`config.mk`:
```
export PLATFORM = sky130hd
export DESIGN_NAME = serial_cfg_seq
export DESIGN_NICKNAME = d
export VERILOG_FILES = /design/src/rtl/cfgseq_pkg.sv /design/src/rtl/cfgseq_sync.sv /design/src/rtl/cfgseq_timer.sv /design/src/rtl/cfgseq_shift.sv /design/src/rtl/serial_cfg_seq.sv
export SDC_FILE = /design/constraint.sdc
export NUM_CORES = 1
export LEC_CHECK = 0
export ABC_AREA = 0
export BUFFER_PORTS_ARGS = -buffer_cell sky130_fd_sc_hd__clkbuf_2
export CAP_MARGIN = 25
export CORE_MARGIN = 5
export CORE_UTILIZATION = 45
export CTS_CLUSTER_DIAMETER = 40
export CTS_CLUSTER_SIZE = 12
export DETAILED_ROUTE_END_ITERATION = 10
export MAX_ROUTING_LAYER = met4
export PLACE_DENSITY = 0.62
export SKIP_CTS_REPAIR_TIMING = 1
export SYNTH_ARGS = -nofsm -noshare
export SYNTH_HDL_FRONTEND = slang
export SYNTH_SLANG_ARGS = --single-unit
export TNS_END_PERCENT = 50
```
`constraint.sdc`:
```
create_clock -name clk -period 4.1 [get_ports clk]
set_clock_uncertainty 0.1 [all_clocks]
set_input_delay 1.23 -clock clk [delete_from_list [all_inputs] [get_ports clk]]
set_output_delay 1.23 -clock clk [all_outputs]
set_load 0.005 [all_outputs]
```
`src/rtl/cfgseq_pkg.sv`:
```
package cfgseq_pkg;

    typedef enum logic [2:0] {
        ST_IDLE      = 3'd0,
        ST_PROG_WAIT = 3'd1,
        ST_INIT_WAIT = 3'd2,
        ST_SHIFT     = 3'd3,
        ST_DONE_WAIT = 3'd4
    } seq_state_e;

    typedef enum logic [1:0] {
        RES_OK       = 2'd0,
        RES_NO_CLEAR = 2'd1,
        RES_NO_READY = 2'd2,
        RES_NO_DONE  = 2'd3
    } result_e;

    // synchronized status bits, index order matches the synchronizer vector
    typedef struct packed {
        logic done;
        logic init;
    } status_t;

    function automatic logic prog_pin(input logic assert_it, input bit act_high);
        return assert_it ? act_high : ~act_high;
    endfunction

endpackage

```
`src/rtl/cfgseq_sync.sv`:
```
module cfgseq_sync #(
    parameter int              W       = 2,
    parameter int              STAGES  = 2,
    parameter logic [W-1:0]    RST_VAL = '0
) (
    input  logic         clk,
    input  logic         rst,
    input  logic [W-1:0] d,
    output logic [W-1:0] q
);
    logic [STAGES-1:0][W-1:0] chain;

    always_ff @(posedge clk) begin
        if (rst) begin
            chain <= {STAGES{RST_VAL}};
        end else begin
            chain[0] <= d;
            for (int s = 1; s < STAGES; s++) chain[s] <= chain[s-1];
        end
    end

    assign q = chain[STAGES-1];
endmodule

```
`src/rtl/cfgseq_timer.sv`:
```
module cfgseq_timer #(
    parameter int TICK_CYC   = 50000,
    parameter int WAIT_TICKS = 5
) (
    input  logic clk,
    input  logic rst,
    input  logic clear,
    output logic expired
);
    localparam int CW = (TICK_CYC > 1) ? $clog2(TICK_CYC) : 1;
    localparam int TW = $clog2(WAIT_TICKS + 1);
    localparam logic [CW-1:0] CYC_LAST  = CW'(TICK_CYC - 1);
    localparam logic [TW-1:0] TICK_LAST = TW'(WAIT_TICKS - 1);

    logic [CW-1:0] cyc;
    logic [TW-1:0] ticks;

    always_ff @(posedge clk) begin
        if (rst || clear) begin
            cyc   <= '0;
            ticks <= '0;
        end else if (cyc == CYC_LAST) begin
            cyc   <= '0;
            ticks <= ticks + 1'b1;
        end else begin
            cyc <= cyc + 1'b1;
        end
    end

    assign expired = (cyc == CYC_LAST) && (ticks == TICK_LAST);
endmodule

```
`src/rtl/cfgseq_shift.sv`:
```
module cfgseq_shift #(
    parameter int DATA_W = 8
) (
    input  logic              clk,
    input  logic              rst,
    input  logic              enable,
    input  logic              in_valid,
    input  logic [DATA_W-1:0] in_data,
    input  logic              in_last,
    output logic              in_ready,
    output logic              cclk,
    output logic              sdata,
    output logic              finished
);
    localparam int IW = (DATA_W > 1) ? $clog2(DATA_W) : 1;
    localparam logic [IW-1:0] IDX_LAST = IW'(DATA_W - 1);

    logic [DATA_W-1:0] word;
    logic              last_q;
    logic [1:0]        step;
    logic [IW-1:0]     idx;
    logic              active;

    assign in_ready = enable && !active;

    always_ff @(posedge clk) begin
        if (rst) begin
            word     <= '0;
            last_q   <= 1'b0;
            step     <= 2'd0;
            idx      <= '0;
            active   <= 1'b0;
            finished <= 1'b0;
        end else begin
            finished <= 1'b0;
            if (in_valid && in_ready) begin
                word   <= in_data;
                last_q <= in_last;
                step   <= 2'd0;
                idx    <= '0;
                active <= 1'b1;
            end else if (active) begin
                step <= step + 2'd1;
                if (step == 2'd3) begin
                    if (idx == IDX_LAST) begin
                        active   <= 1'b0;
                        finished <= last_q;
                    end else begin
                        idx  <= idx + 1'b1;
                        word <= word << 1;
                    end
                end
            end
        end
    end

    // step 0: clk low/data high, 1: data=bit, 2: clk high, 3: data back high
    assign cclk  = active ? step[1] : 1'b1;
    assign sdata = (active && (step == 2'd1 || step == 2'd2)) ? word[DATA_W-1] : 1'b1;


    data_hold_chk: assert property (@(posedge clk) disable iff (rst)
        $rose(cclk) |-> $stable(sdata));

    data_fall_chk: assert property (@(posedge clk) disable iff (rst)
        $fell(sdata) |-> !cclk);
endmodule

```
`src/rtl/serial_cfg_seq.sv`:
```
module serial_cfg_seq
    import cfgseq_pkg::*;
#(
    parameter int TICK_CYC      = 50000,
    parameter int POLL_LIMIT    = 3,
    parameter int DATA_W        = 8,
    parameter bit PROG_ACT_HIGH = 1'b0
) (
    input  logic              clk,
    input  logic              rst,
    input  logic              start,
    input  logic              cfg_valid,
    input  logic [DATA_W-1:0] cfg_data,
    input  logic              cfg_last,
    output logic              cfg_ready,
    input  logic              init_i,
    input  logic              done_i,
    output logic              prog_o,
    output logic              cclk_o,
    output logic              sdata_o,
    output logic              busy_o,
    output logic [1:0]        result_o
);
    localparam int WAIT_TICKS = POLL_LIMIT + 2;

    seq_state_e state, state_nx;
    result_e    result_q, result_nx;
    status_t    stat;
    logic       expired, shift_fin, timer_clr;

    cfgseq_sync #(.W(2), .STAGES(2), .RST_VAL(2'b01)) u_sync (
        .clk (clk),
        .rst (rst),
        .d   ({done_i, init_i}),
        .q   (stat)
    );

    cfgseq_timer #(.TICK_CYC(TICK_CYC), .WAIT_TICKS(WAIT_TICKS)) u_timer (
        .clk     (clk),
        .rst     (rst),
        .clear   (timer_clr),
        .expired (expired)
    );

    cfgseq_shift #(.DATA_W(DATA_W)) u_shift (
        .clk      (clk),
        .rst      (rst),
        .enable   (state == ST_SHIFT),
        .in_valid (cfg_valid),
        .in_data  (cfg_data),
        .in_last  (cfg_last),
        .in_ready (cfg_ready),
        .cclk     (cclk_o),
        .sdata    (sdata_o),
        .finished (shift_fin)
    );

    always_comb begin
        state_nx  = state;
        result_nx = result_q;
        unique case (state)
            ST_IDLE: if (start) state_nx = ST_PROG_WAIT;
            ST_PROG_WAIT:
                if (!stat.init) state_nx = ST_INIT_WAIT;
                else if (expired) begin
                    state_nx  = ST_IDLE;
                    result_nx = RES_NO_CLEAR;
                end
            ST_INIT_WAIT:
                if (stat.init) state_nx = ST_SHIFT;
                else if (expired) begin
                    state_nx  = ST_IDLE;
                    result_nx = RES_NO_READY;
                end
            ST_SHIFT: if (shift_fin) state_nx = ST_DONE_WAIT;
            ST_DONE_WAIT:
                if (stat.done) begin
                    state_nx  = ST_IDLE;
                    result_nx = RES_OK;
                end else if (expired) begin
                    state_nx  = ST_IDLE;
                    result_nx = RES_NO_DONE;
                end
            default: state_nx = ST_IDLE;
        endcase
    end

    assign timer_clr = (state == ST_IDLE) || (state == ST_SHIFT) || (state_nx != state);

    always_ff @(posedge clk) begin
        if (rst) begin
            state    <= ST_IDLE;
            result_q <= RES_OK;
        end else begin
            state    <= state_nx;
            result_q <= result_nx;
        end
    end

    assign busy_o   = (state != ST_IDLE);
    assign result_o = result_q;
    assign prog_o   = prog_pin(state == ST_PROG_WAIT, PROG_ACT_HIGH);


    idle_pins_chk: assert property (@(posedge clk) disable iff (rst)
        !busy_o |-> (prog_o == ~PROG_ACT_HIGH) && cclk_o && sdata_o);

    start_only_chk: assert property (@(posedge clk) disable iff (rst)
        $rose(busy_o) |-> $past(start));

    result_hold_chk: assert property (@(posedge clk) disable iff (rst)
        (!busy_o && !$past(busy_o)) |-> $stable(result_o));

    clk_only_released_chk: assert property (@(posedge clk) disable iff (rst)
        !cclk_o |-> busy_o && (prog_o == ~PROG_ACT_HIGH));
endmodule

```
Yosys cells after proc, flatten, opt, wreduce, memory -nomap -nowiden
Cells that the tools add are included.
- $add $sub $neg: 4
- eq/ne operators: 17
- muxes and demuxes: 25
- bitwise gates (word level): 3
- reductions and logical operators: 20
- operators by type and width (kind ; number):
    2-to-1 mux 8 bit ; 4
    2-to-1 mux 3 bit ; 6
    adder 16 x 1 -> 16 bit, second input constant ; 1
    == test 16 bit, second input constant ; 1
    case mux 3 bit (5 select lines) ; 1
    2-to-1 mux 2 bit ; 6
    == test 3 bit, second input constant ; 3
    2-to-1 mux 1 bit ; 7
    adder 3 x 1 -> 3 bit, second input constant ; 2
    == test 3 x 2 -> 1 bit, second input constant ; 2
    inequality test 2 bit, second input constant ; 3
    case mux 2 bit (3 select lines) ; 1
    AND reduction 3 bit ; 2
    AND reduction 6 bit ; 1
    nonzero test 3 bit ; 2
    OR reduction 5 bit ; 1
    == test 2 bit, second input constant ; 2
    logical AND 1 bit ; 4
    logical OR 1 bit ; 4
    inequality test 2 x 1 -> 1 bit, second input constant ; 2
    nonzero test 2 bit ; 2
    OR reduction 2 bit ; 2
    == test 3 x 1 -> 1 bit, second input constant ; 1
    zero test 3 bit ; 1
    6 further kinds ; 8
- flip-flop bits (word level): 44
- input port bits: 15
- logic and storage cells: 81

Depth between registers and ports, before layout
Gate-level depths: netlist of the first run.
- depth in word-level cells: 9
- mapped depth: 7
- mapped depth without buffers: 7

Cells and area by module
From an unflattened synthesis of the first run, not the netlist that was laid out.
- cell total of the unflattened synthesis: 233
- area, all modules: 2119.5 um^2
- modules (own cells, without submodules) (module ; times used ; cells an instance ; area an instance (um^2) ; seq. area each (um^2)):
    cfgseq_timer ; 1 ; 98 ; 917.1 ; 380.4
    cfgseq_shift ; 1 ; 76 ; 700.7 ; 320.3
    serial_cfg_seq ; 1 ; 49 ; 381.6 ; 100.1
    cfgseq_sync ; 1 ; 10 ; 120.1 ; 80.1

Least setup slack after synthesis of the first run
Ideal clock, no wire load.
- kind: input-to-reg
- start point: in rst
- end point: reg u_timer.cyc[10]
- setup time: 64 ps
- arrival: 2133 ps
- data required time: 3936 ps
- path slack: 1803 ps
- stages: 5
- path buffers: 2
- cells stage by stage: clkbuf_1 a31o_1 a211o_4 buf_6 nor2_1
- word-level cells in the longest chain between the ends: 2
- ends and longest elaborated chain (element ; RTL line ; text):
    start: declaration ; serial_cfg_seq.sv:10 ; input logic rst,
    logical OR 1 bit ; cfgseq_timer.sv:19 ; if (rst || clear) begin
    OR reduction 2 bit (no source line) ; n/a ;
    end signal: assignment ; cfgseq_timer.sv:26 ; cyc <= cyc + 1'b1;
    end: declaration ; cfgseq_timer.sv:15 ; logic [CW-1:0] cyc;
No other way between the ends.
A chain may end at the register's enable or synchronous reset.

Final worst setup path of the first run
- start point: reg state[0]
- end point: out prog_o
- word-level cells in the longest chain between the ends: 2
- ends and longest elaborated chain (element ; RTL line ; text):
    start: declaration ; serial_cfg_seq.sv:26 ; seq_state_e state, state_nx;
    start signal: assignment ; serial_cfg_seq.sv:95 ; state <= state_nx;
    == test 3 x 1 -> 1 bit ; serial_cfg_seq.sv:102 ; assign prog_o = prog_pin(state == ST_PROG_WAIT, PROG_ACT_HIGH);
    2-to-1 mux 1 bit ; cfgseq_pkg.sv:25 ; return assert_it ? act_high : ~act_high;
    end: declaration ; serial_cfg_seq.sv:18 ; output logic prog_o,
No other way between the ends.

==> results of run 1 <==
-- how the worst max path moves through the flow --
stage | start | depth (start not counted) | slack, ps | end
global route | state[0] | 2 | 1290 | prog_o
detailed placement | rst | 4 | 1520 | u_timer.cyc[14]
CTS | state[0] | 2 | 1360 | prog_o
global placement | rst | 4 | 1530 | u_timer.cyc[13]
floorplan | rst | 5 | 1800 | u_timer.cyc[10]
finish | state[0] | 2 | 1380 | prog_o
-- per-stage QoR --
stage	power [uW]	util	hold WS, ps	setup slack [ps]
final	793	0.517	312	1380
after global placement	482	0.493	292	1530
after detailed placement	482	0.493	294	1520
after floorplan	470	-	289	1800
after CTS	804	0.517	314	1360
after global routing	830	0.517	331	1290
-- cell families after synthesis --
logic type / after synthesis / share of synthesized area
AOI/OAI and AO/OA: 25 / 0.0865
xor gates and xnor gates: 18 / 0.0773
adders and majority gates: 6 / 0.0368
buffers and inverters: 16 / 0.0331
DFF: 44 / 0.432
muxes: 12 / 0.0595
and+or+nand+nor: 106 / 0.275
-- layout make-up --
type	count	area (um^2)
inverters	5	18.8
clock inverters	2	35.0
flip-flops and latches	44	881
repair buffers	21	105
well taps	52	65.1
clock buffers	6	72.6
multi-input cells	167	1090
fillers	420	2120
-- cell usage after synthesis --
| cell type | instances | share of area |
|---|---|---|
| nand4b_1 | 1 | 0.0043 |
| nor4_1 | 1 | 0.0031 |
| nor3_1 | 9 | 0.022 |
| o21ai_0 | 2 | 0.0049 |
| nor3_2 | 1 | 0.0049 |
| a311oi_1 | 1 | 0.0043 |
| a211o_4 | 1 | 0.0086 |
| a31oi_1 | 1 | 0.0031 |
| ha_1 | 6 | 0.037 |
| o31ai_1 | 1 | 0.0037 |
| a211oi_1 | 7 | 0.026 |
| a31o_1 | 1 | 0.0043 |
| nor3b_1 | 2 | 0.0074 |
| or2_1 | 1 | 0.0031 |
| buf_1 | 1 | 0.0018 |
| mux2_2 | 1 | 0.0055 |
| clkbuf_1 | 9 | 0.017 |
| buf_6 | 1 | 0.0055 |
| nor2b_1 | 5 | 0.015 |
| and3_1 | 5 | 0.015 |
| nand3_1 | 7 | 0.017 |
| a2111oi_0 | 2 | 0.0086 |
| dfxtp_1 | 44 | 0.43 |
| a21o_1 | 1 | 0.0037 |
| nor4_4 | 1 | 0.010 |
| or3b_1 | 1 | 0.0043 |
| nand3b_1 | 4 | 0.015 |
| and2_1 | 2 | 0.0061 |
| xnor2_1 | 9 | 0.039 |
| nor2_1 | 35 | 0.064 |
| or3_1 | 1 | 0.0031 |
| nand4bb_1 | 1 | 0.0055 |
| nand2b_1 | 3 | 0.0092 |
| and4bb_2 | 1 | 0.0061 |
| inv_1 | 5 | 0.0092 |
| mux2i_1 | 11 | 0.054 |
| nand2_1 | 18 | 0.033 |
| a21oi_1 | 8 | 0.020 |
| or2_2 | 2 | 0.0061 |
| xor2_1 | 9 | 0.039 |
| nand4_1 | 3 | 0.0092 |
| nor4_2 | 1 | 0.0061 |
| or4_1 | 1 | 0.0037 |
-- registers in the layout, summed over array words and instances (netlist names) --
name and flops:
u_shift.word 8, u_shift.step 2, state 3, u_timer.cyc 16, u_shift.idx 3, u_shift.active 1
u_shift.last_q 1, u_shift.finished 1, result_o 2, u_timer.ticks 3, u_sync.chain 2, u_sync.q 2
-- power groups by stage --
stage / registers, uW / clock network [uW] / logic (uW)
after floorplan: 444 / 0 / 26.2
after global placement: 448 / 0 / 33.9
after detailed placement: 448 / 0 / 34.1
after CTS: 438 / 331 / 34.4
after global routing: 439 / 352 / 38.5
final: 438 / 321 / 33.8
-- per-layer routing --
layer / track usage / wire length, um / vias to the layer above / part of all wire
li1: - / - / 813 / -
met1: 0.173 / 1870 / 693 / 0.51
met2: 0.189 / 1560 / 23 / 0.43
met3: 0.0422 / 140 / 5 / 0.039
met4: 0.0515 / 61 / 0 / 0.017
met5: - / 0 / - / 0
==> impl_metrics.ini, run 1 <==
[timing]
slew-limit-headroom = 0.560
timing.final.crit_share = 0.665
fmax_ghz = 0.367
report.final.hold_viol_count = 0
rsz0062_at_grt = no
min_period_ps = 2720
setup_tns_ps = 0
worst_pin_slew_ps = 658
finalSetupViolCount = 0
timing.final.max_slew_violations = 0

[worst_hold_path]
min_path_type = reg2reg
worstHoldStart = u_sync.chain[0]
min_to = u_sync.q[0]
min_path_cells = 1

[global_routing]
grt_first_pass_wirelength_mm = 6.40
groute.usage.overall = 0.133
first_global_vias = 1432
grt-ovfl-total = 0
antenna_found_initial = 0
grt_max_degree = 28

[pwr]
swShare = 0.207
power_frac_seq = 0.552
ir_worst_vdd_mv = 0.186
pwr-share-comb = 0.043
power.switching_uw = 164
p_leak_uw = 0.000884
p_int_uw = 629
clkPwrFrac = 0.405
power.density_mw_per_mm2 = 349

[place]
place_area_mm2 = 0.00216
dp_cells = 289
place_congestion = 0.762
io_buffers = 21
hpwl_mm = 2.57

[cells_and_area]
mostFrequentLayoutCells = dfxtp_1, nor2_1, clkbuf_2
drive_above_1_share = 0.147
fin_cells = 297
area_delta_synth_final_pct = 11.2
fin_area_mm2 = 0.00227
diodes = 0
nets = 265
layout_commonest_cell = dfxtp_1

[critical_path]
cp_cell_sequence = or3b_1 -> clkbuf_2
path_max_fanout = 14
r2r_cells = 5
critPathKind = reg2out
slowest_delay_ps = 580
cp-end-kind = output port
start_kind = register
critPathSlowestCell = dfxtp_1
r2r-end = u_timer.cyc[6]
path_buf_inv = 1
cp.arrival_ps = 1390
critPathRequiredTime_ps = 2770
r2r_slack_ps = 1970
worstReg2RegStart = state[0]
cp_top_family = flip-flops

[flow_run]
drv_cap = 0

[synth]
synth_seq_cells = 44
yosysSeqAreaShare = 0.432
yosysUniqueCellTypes = 43
synthCells = 227
syn-cell-area_mm2 = 0.00204
syn_nets = 248
syn_avg_cell_area_um2 = 8.98
yosys_warnings = 0

[die]
start_util = 0.465
dieArea_mm2 = 0.00598
rows = 24
die_w_um = 77.3
num_io_pins = 22
core_mm2 = 0.00438
die_h_um = 77.3

[cts]
numClockSinks = 44
htreeDepth = 2
root_buffer = clkbuf_8
clockBufferDepth = 2
clk_pin_slew_ps = 80
cts_buffers = 5
cts_tree = yes
insertion_delay_ps = 300

[route]
vias = 1534
route.detailed.drc = 0
ant_nets = 0
wl_per_cell_um = 12.2
viasPerCell = 5.16
drt-total-wl_mm = 3.62
dr.pass1.iters = 4
drtIter0Drc = 79

[outcome]
status = finished, final reports clean
(Power assumes the default switching activity.)
==> run 2: changes to the inputs <==
PLACE_DENSITY = 0.64   (was 0.62)
clock period = 2.3 ns   (was 4.1 ns; I/O delays follow)
==> run 2 against run 1 <==
  * Non-clock buffer count increased by 7
  * Sequential cell count unchanged
  * Highest routed layer unchanged
  * Combinational power increased by 110%
  * Critical path type unchanged
  * Total power increased by 82%
  * Clock power increased by 86%
  * First-iteration DRC count decreased by 28%
  * Wire length increased by 1.8%
  * Clock-buffer cell count decreased by 1
  * Final area increased by 2.6%
  * Core utilization increased by 1.4 points
  * Largest power group unchanged
  * Global-route usage about the same
==> impl_metrics.ini, run 2 (same netlist as run 1, synthesis figures left out) <==
[worst_hold_path]
worstHoldStart = u_sync.chain[0]
min_path_type = reg2reg

[pwr]
p_leak_uw = 0.000918
p_int_uw = 1130
clkPwrFrac = 0.414
power.density_mw_per_mm2 = 620
ir_worst_vdd_mv = 0.408
swShare = 0.218
power.switching_uw = 314
pwr-share-comb = 0.049
power_frac_seq = 0.537

[cts]
root_buffer = clkbuf_8
clockBufferDepth = 2
htreeDepth = 2
insertion_delay_ps = 300
cts_buffers = 5
clk_pin_slew_ps = 90
cts_tree = yes
numClockSinks = 44

[timing]
slew-limit-headroom = 0.637
min_period_ps = 2170
timing.final.max_slew_violations = 0
timing.final.crit_share = 0.945
report.final.hold_viol_count = 0
fmax_ghz = 0.460
setup_tns_ps = 0
rsz0062_at_grt = no
worst_pin_slew_ps = 543
finalSetupViolCount = 0

[cells_and_area]
top_register = u_timer.cyc
utilization = 0.531
largest_reg_flops = 16
reg.largest.list = u_timer.cyc (16), u_shift.word (8)
mostFrequentLayoutCells = dfxtp_1, nor2_1, clkbuf_2
area_delta_synth_final_pct = 14.2
drive_above_1_share = 0.175
diodes = 0
layout_commonest_cell = dfxtp_1
nets = 272

[route]
drtIter0Drc = 57
ant_nets = 0
dr.pass1.iters = 4
route.detailed.drc = 0
viasPerCell = 5.14
wl_per_cell_um = 12.1
drt-total-wl_mm = 3.69
vias = 1562

[global_routing]
first_global_vias = 1476
antenna_found_initial = 0
groute.usage.overall = 0.132
grt_max_degree = 27
grt_first_pass_wirelength_mm = 6.36
grt-ovfl-total = 0

[critical_path]
critPathKind = reg2out
startpoint = state[1]
cp-end-kind = output port
path_max_fanout = 9
cp.arrival_ps = 1380
worstReg2RegStart = state[1]
critPathRequiredTime_ps = 1510
start_kind = register

[place]
io_buffers = 21
place_congestion = 0.819
hpwl_mm = 2.64

[flow_run]
drv_cap = 0

[die]
die_h_um = 77.3
core_mm2 = 0.00438
num_io_pins = 22
rows = 24
start_util = 0.465
dieArea_mm2 = 0.00598
die_w_um = 77.3

[outcome]
status = finished, final reports clean
## run 2: cell types whose count changed in the layout (fill, tap and decap cells not counted)
cell        change
buf_4           +7
clkbuf_1        -1
clkinv_2        -1
clkinvlp_4      +1
inv_6           +1
## run 2: through the flow
step	instances	hold WS (ps)	area (um^2)	setup slack, ps	total power (uW)
floorplan	227	289	2040	430	838
global placement	296	294	2210	332	865
detailed placement	296	316	2210	309	866
CTS	304	336	2330	118	1460
global route	304	355	2330	46.0	1510
finish	304	330	2330	127	1440
## run 2: per-layer routing
metal | GRT usage | vias up | wire length, um
met5 | - | - | 0
met3 | 0.0363 | 5 | 135
li1 | - | 832 | -
met4 | 0.0464 | 0 | 44
met1 | 0.164 | 705 | 1830
met2 | 0.206 | 20 | 1680
## run 2: power groups by stage
stage / Combinational (uW) / Clock [uW] / Sequential (uW)
floorplan: 46.7 / 0 / 792
global placement: 71.8 / 0 / 793
detailed placement: 72.4 / 0 / 793
CTS: 72.4 / 614 / 775
global route: 81.2 / 648 / 777
finish: 71.4 / 597 / 775
## run 2: final timing paths
| kind | to | slack [ps] | cells after the start |
|---|---|---|---|
| max | cfg_ready | 130 | 3 |
| min | u_sync.q[0] | 330 | 1 |
| max reg2reg | u_timer.cyc[7] | 300 | 5 |
| min reg2reg | u_sync.q[0] | 330 | 1 |
## run 2: cell type report
| type | count | area (um^2) |
|---|---|---|
| Clock buffer | 5 | 68.8 |
| Clock inverter | 3 | 46.3 |
| Fill cell | 421 | 2060 |
| Inverter | 5 | 18.8 |
| Multi-Input combinational cell | 167 | 1090 |
| Sequential cell | 44 | 881 |
| Tap cell | 52 | 65.1 |
| Timing Repair Buffer | 28 | 158 |
## run 2: critical path, stage by stage (launching register included)
cell and delay (ps):
dfxtp_1 510, buf_4 200, and4bb_2 250, clkbuf_2 120
